### src/rtl/rtc_regwin_pkg.sv
package rtc_regwin_pkg;

  localparam int DEC_W = 8;

  localparam logic [DEC_W-1:0] OFS_HI = 8'h00;
  localparam logic [DEC_W-1:0] OFS_LO = 8'h04;
  localparam logic [DEC_W-1:0] OFS_EN = 8'h08;

  typedef enum logic [1:0] {
    SEL_HI   = 2'd0,
    SEL_LO   = 2'd1,
    SEL_EN   = 2'd2,
    SEL_NONE = 2'd3
  } reg_sel_e;

  function automatic reg_sel_e decode_ofs(input logic [DEC_W-1:0] ofs);
    case (ofs)
      OFS_HI:  return SEL_HI;
      OFS_LO:  return SEL_LO;
      OFS_EN:  return SEL_EN;
      default: return SEL_NONE;
    endcase
  endfunction

endpackage

### src/rtl/rtc_addr_decode.sv
module rtc_addr_decode
  import rtc_regwin_pkg::*;
#(
  parameter int ADDR_W = 8
) (
  input  logic [ADDR_W-1:0] addr,
  output reg_sel_e          sel
);
  always_comb sel = decode_ofs(addr[DEC_W-1:0]);

  initial begin
    assert (ADDR_W >= DEC_W) else $error("ADDR_W must cover the decoded byte");
  end
endmodule

### src/rtl/rtc_wen_latch.sv
module rtc_wen_latch (
  input  logic clk,
  input  logic rst_n,
  input  logic en_wr,
  input  logic en_bit,
  input  logic hi_commit,
  output logic en
);
  always_ff @(posedge clk) begin
    if (!rst_n)         en <= 1'b0;
    else if (en_wr)     en <= en_bit;
    else if (hi_commit) en <= 1'b0;
  end


  en_load_chk: assert property (@(posedge clk) disable iff (!rst_n)
    en_wr |=> en == $past(en_bit));

  en_relock_chk: assert property (@(posedge clk) disable iff (!rst_n)
    hi_commit |=> !en);

  en_hold_chk: assert property (@(posedge clk) disable iff (!rst_n)
    (!en_wr && !hi_commit) |=> $stable(en));
endmodule

### src/rtl/rtc_sec_counter.sv
module rtc_sec_counter #(
  parameter int HALF_W = 16,
  localparam int CNT_W = 2 * HALF_W
) (
  input  logic              clk,
  input  logic              rst_n,
  input  logic              tick,
  input  logic              ld_hi,
  input  logic              ld_lo,
  input  logic [HALF_W-1:0] ld_data,
  output logic [CNT_W-1:0]  count
);
  function automatic logic [CNT_W-1:0] bump(input logic [CNT_W-1:0] c);
    return c + CNT_W'(1);
  endfunction

  function automatic logic [CNT_W-1:0] merge_hi(input logic [CNT_W-1:0] c,
                                                input logic [HALF_W-1:0] d);
    return {d, c[HALF_W-1:0]};
  endfunction

  function automatic logic [CNT_W-1:0] merge_lo(input logic [CNT_W-1:0] c,
                                                input logic [HALF_W-1:0] d);
    return {c[CNT_W-1:HALF_W], d};
  endfunction

  always_ff @(posedge clk) begin
    if (!rst_n)     count <= '0;
    else if (ld_hi) count <= merge_hi(count, ld_data);
    else if (ld_lo) count <= merge_lo(count, ld_data);
    else if (tick)  count <= bump(count);
  end


  cnt_reset_chk: assert property (@(posedge clk)
    !rst_n |=> count == '0);

  cnt_tick_chk: assert property (@(posedge clk) disable iff (!rst_n)
    (tick && !ld_hi && !ld_lo) |=> count == $past(count) + CNT_W'(1));

  cnt_idle_chk: assert property (@(posedge clk) disable iff (!rst_n)
    (!tick && !ld_hi && !ld_lo) |=> $stable(count));

  cnt_hi_chk: assert property (@(posedge clk) disable iff (!rst_n)
    ld_hi |=> (count[CNT_W-1:HALF_W] == $past(ld_data)) &&
              (count[HALF_W-1:0] == $past(count[HALF_W-1:0])));

  cnt_lo_chk: assert property (@(posedge clk) disable iff (!rst_n)
    (ld_lo && !ld_hi) |=> (count[HALF_W-1:0] == $past(ld_data)) &&
                          (count[CNT_W-1:HALF_W] == $past(count[CNT_W-1:HALF_W])));
endmodule

### src/rtl/rtc_regwin.sv
module rtc_regwin
  import rtc_regwin_pkg::*;
#(
  parameter int ADDR_W = 8,
  parameter int HALF_W = 16,
  parameter int DATA_W = 32
) (
  input  logic              clk,
  input  logic              rst_n,
  input  logic              tick,
  input  logic              bus_wr,
  input  logic [ADDR_W-1:0] bus_addr,
  input  logic [HALF_W-1:0] bus_wdata,
  output logic [DATA_W-1:0] bus_rdata,
  output logic              invalid_access
);
  localparam int CNT_W = 2 * HALF_W;

  reg_sel_e         sel;
  logic             en;
  logic [CNT_W-1:0] count;

  // named internal events
  logic wr_hi_ok, wr_lo_ok, wr_en_reg, wr_locked, wr_unmapped;

  rtc_addr_decode #(.ADDR_W(ADDR_W)) u_dec (
    .addr(bus_addr),
    .sel (sel)
  );

  always_comb begin
    wr_en_reg   = bus_wr && (sel == SEL_EN);
    wr_hi_ok    = bus_wr && (sel == SEL_HI) && en;
    wr_lo_ok    = bus_wr && (sel == SEL_LO) && en;
    wr_locked   = bus_wr && ((sel == SEL_HI) || (sel == SEL_LO)) && !en;
    wr_unmapped = bus_wr && (sel == SEL_NONE);
  end

  rtc_wen_latch u_latch (
    .clk      (clk),
    .rst_n    (rst_n),
    .en_wr    (wr_en_reg),
    .en_bit   (bus_wdata[0]),
    .hi_commit(wr_hi_ok),
    .en       (en)
  );

  rtc_sec_counter #(.HALF_W(HALF_W)) u_cnt (
    .clk    (clk),
    .rst_n  (rst_n),
    .tick   (tick),
    .ld_hi  (wr_hi_ok),
    .ld_lo  (wr_lo_ok),
    .ld_data(bus_wdata),
    .count  (count)
  );

  always_ff @(posedge clk) begin
    if (!rst_n) invalid_access <= 1'b0;
    else        invalid_access <= wr_unmapped;
  end

  always_comb begin
    bus_rdata = '0;
    case (sel)
      SEL_HI:  bus_rdata = DATA_W'(count[CNT_W-1:HALF_W]);
      SEL_LO:  bus_rdata = DATA_W'(count[HALF_W-1:0]);
      default: bus_rdata = '0;
    endcase
  end


  locked_write_chk: assert property (@(posedge clk) disable iff (!rst_n)
    wr_locked |=> count == $past(count) + CNT_W'($past(tick)));

  write_wins_chk: assert property (@(posedge clk) disable iff (!rst_n)
    (wr_lo_ok && tick) |=> count[HALF_W-1:0] == $past(bus_wdata));

  invalid_set_chk: assert property (@(posedge clk) disable iff (!rst_n)
    wr_unmapped |=> invalid_access);

  invalid_cause_chk: assert property (@(posedge clk) disable iff (!rst_n)
    invalid_access |-> $past(wr_unmapped));

  unmapped_read_chk: assert property (@(posedge clk) disable iff (!rst_n)
    (sel == SEL_EN || sel == SEL_NONE) |-> bus_rdata == '0);
endmodule

### config.mk
export PLATFORM = sky130hd
export DESIGN_NAME = rtc_regwin
export DESIGN_NICKNAME = d
export VERILOG_FILES = /design/src/rtl/rtc_regwin_pkg.sv /design/src/rtl/rtc_addr_decode.sv /design/src/rtl/rtc_wen_latch.sv /design/src/rtl/rtc_sec_counter.sv /design/src/rtl/rtc_regwin.sv
export SDC_FILE = /design/constraint.sdc
export NUM_CORES = 1
export LEC_CHECK = 0
export BUFFER_PORTS_ARGS = -buffer_cell sky130_fd_sc_hd__clkbuf_2
export CAP_MARGIN = 20
export CORE_UTILIZATION = 45
export DETAILED_ROUTE_END_ITERATION = 16
export PLACE_DENSITY = 0.8
export SETUP_SLACK_MARGIN = 0.4
export SYNTH_ARGS = -nofsm -noshare
export SYNTH_HDL_FRONTEND = slang
export SYNTH_SLANG_ARGS = --single-unit
### constraint.sdc
create_clock -name clk -period 5.3 [get_ports clk]
set_input_delay 0.265 -clock clk [delete_from_list [all_inputs] [get_ports clk]]
set_output_delay 0.265 -clock clk [all_outputs]
set_load 0.01 [all_outputs]
==> out/qor.csv <==
metric;value;unit
status;finished clean;
final_hold_viol_count;0;
dpl.hpwl;4.95;mm
drv_slew;0;
h-tree-depth;2;
die_h;77.4;um
min_from;bus_wr;
ys_seq_area_share;26.6;%
layout_commonest_cell;clkbuf_2;
p_per_area;183;nW/um2
grt-ovfl-total;0;
wl_per_cell;15.5;um
final_cell_mix;clkbuf_2 (45), nor2_1 (36), dfxtp_1 (34), nand2_1 (28), o21ai_0 (26);
synth_cells;335;
route.detailed.drc;0;
leakagePower;1.05;nW
track_usage;23.7;%
syn_area;2560;um2
worstPathRequired;5.52;ns
io_buffers;44;
rr_startpoint;u_cnt.count[0]$_SDFFE_PN0P_;
antenna_found_initial;0;
clk_pin_slew;0.07;ns
crit_arrival;2.51;ns
yosys_warnings;0;
combPwrFrac;10.0;%
grt_pass1_wl;11.4;mm
ys_seq_elements;34;
r2r.worst_path.cells;6;
io_pins;61;
ir_worst_vdd;82.0;uV
r2r_end;u_cnt.count[30]$_SDFFE_PN0P_;
fmax;437;MHz
period_share;43.2;%
synth_cell_types;50;
hold_end;invalid_access$_SDFF_PN0_;
hold_depth;3;
nets;396;
die_w;77.4;um
post_cts_resized;0;
cts_root_buffer;clkbuf_8;
cts_setup_buffers;0;
clock_skew;0.00508;ns
slew_headroom;42.0;%
tritoncts;built;
vias;2616;
cts_hold_buf;0;
finalSetupViolCount;0;
clk_latency;0.29;ns
drive_gt1_share;20.4;%
regToRegSetupSlack;3.01;ns
fin_setup_tns;0;ns
power;0.517;mW
grt_max_degree;40;
drtIter0Drc;297;
grt_pass1_vias;2384;
fp-row-count;27;
async_flop_share;0;%
start_util;46.4;%
synthFlopType;dfxtp_1;
clock_power_share;39.8;%
worstSetupStartpointType;flop;
power_frac_seq;50.2;%
vias_per_cell;5.95;
drv_cap;0;
rsz0062_at_grt;no;
numCtsBuffers;5;
dr.pass1.iters;5;
synthToLayoutAreaGrowth;10.4;%
end_kind;flop;
tightest_slew;0.859;ns
swShare;26.6;%
p_sw;0.137;mW
dieArea;5990;um2
worst_hold_path_type;in2reg;
synth_edf_count;0;
path_max_fanout;9;
p_int;0.380;mW
clkSinkCount;34;
path_class;reg2reg;
min_period;2.29;ns
gp_congestion;0.884;
ant_nets;0;
core_area;5510;um2
antennaDiodeCount;0;
routed_wl;6.84;mm
startpoint;u_cnt.count[0]$_SDFFE_PN0P_;
clockBufferDepth;2;
syn_area_per_cell;7.63;um2
power groups by stage:
stage | Sequential (mW) | Combinational, mW | Clock [mW]
global route | 0.260 | 0.0566 | 0.220
finish | 0.259 | 0.0519 | 0.206
global placement | 0.265 | 0.0489 | 0
floorplan | 0.265 | 0.0399 | 0
detailed placement | 0.265 | 0.0500 | 0
CTS | 0.259 | 0.0501 | 0.206
critical path, stage by stage (launching register included):
cell and delay, ns:
dfxtp_1 0.45, ha_1 0.27, nand2_1 0.20, nor4_4 0.58
nand2_1 0.14, or4_1 0.42, a31oi_1 0.16
synthesized netlist by cell type (all sizes together), types with 2 or more instances:
| cell type | count | area, um2 |
|---|---|---|
| nand4 | 14 | 103 |
| nor2 | 36 | 135 |
| buf | 24 | 178 |
| nand3 | 17 | 85.1 |
| inv | 7 | 26.3 |
| a21o | 6 | 45.0 |
| nand3b | 3 | 22.5 |
| or3 | 7 | 48.8 |
| nor2b | 2 | 12.5 |
| nand2 | 28 | 105 |
| mux2i | 17 | 170 |
| a21oi | 26 | 130 |
| o2bb2ai | 6 | 52.6 |
| xor2 | 11 | 96.3 |
| a31oi | 3 | 18.8 |
| and3 | 5 | 33.8 |
| o221a | 4 | 45.0 |
| nor3 | 5 | 25.0 |
| nor4 | 9 | 98.8 |
| or4 | 6 | 50.1 |
| o21ai | 26 | 130 |
| and4 | 2 | 17.5 |
| dfxtp | 34 | 681 |
| xnor2 | 4 | 35.0 |
| clkbuf | 14 | 52.6 |
| a21boi | 7 | 56.3 |
worst max-delay path by stage:
stage | to | slack [ns] | cells past startpoint
6_report | u_cnt.count[30]$_SDFFE_PN0P_ | 3.01 | 6
5_1_grt | u_cnt.count[30]$_SDFFE_PN0P_ | 2.82 | 6
4_1_cts | u_cnt.count[25]$_SDFFE_PN0P_ | 2.89 | 5
3_5_place_dp | u_cnt.count[13]$_SDFFE_PN0P_ | 2.67 | 6
3_3_place_gp | u_cnt.count[13]$_SDFFE_PN0P_ | 2.80 | 6
2_1_floorplan | bus_rdata[0] | 3.15 | 6
layout make-up:
cell class | count | area (um2)
Clock buffer | 7 | 86.3
Multi-Input combinational cell | 271 | 1680
Sequential cell | 34 | 681
Fill cell | 541 | 2680
Inverter | 7 | 26.3
Timing Repair Buffer | 48 | 255
Tap cell | 72 | 90.1
Clock inverter | 1 | 5.00
per-stage QoR:
stage,setup WS (ns),hold slack [ns],utilization (%),instances,instance area (um2)
after global placement,2.80,0.494,49.3,430,2710
after detailed placement,2.67,0.519,49.3,430,2710
final,3.01,0.227,51.3,440,2820
after CTS,2.89,0.217,50.9,438,2800
after floorplan,3.15,0.384,-,350,2610
after global routing,2.82,0.225,51.3,440,2820
sequential cells by signal (all words and copies together), names as in the netlist:
name            flops
invalid_access      1
u_latch.en          1
u_cnt.count        32
cell families (layout without fill, tap and decap cells):
family          Yosys count  count (layout)  synth area share, %
mux                      17              17                 6.65
buf+inv                  45              63                 10.0
other cells               1              16                0.147
xor+xnor                 15              15                 5.14
simple gates            137             137                 29.7
fa+ha+maj                 1               1                0.489
flops                    34              34                 26.6
compound gates           85              85                 21.2
routing by layer:
metal / GRT usage [%] / up-vias / routed length (um)
met5: 0 / - / 0
met4: 9.43 / 0 / 148
met1: 30.2 / 1214 / 2900
li1: - / 1251 / -
met2: 39.2 / 136 / 3320
met3: 4.59 / 15 / 470
No activity file was read; power rests on OpenSTA's default activity.
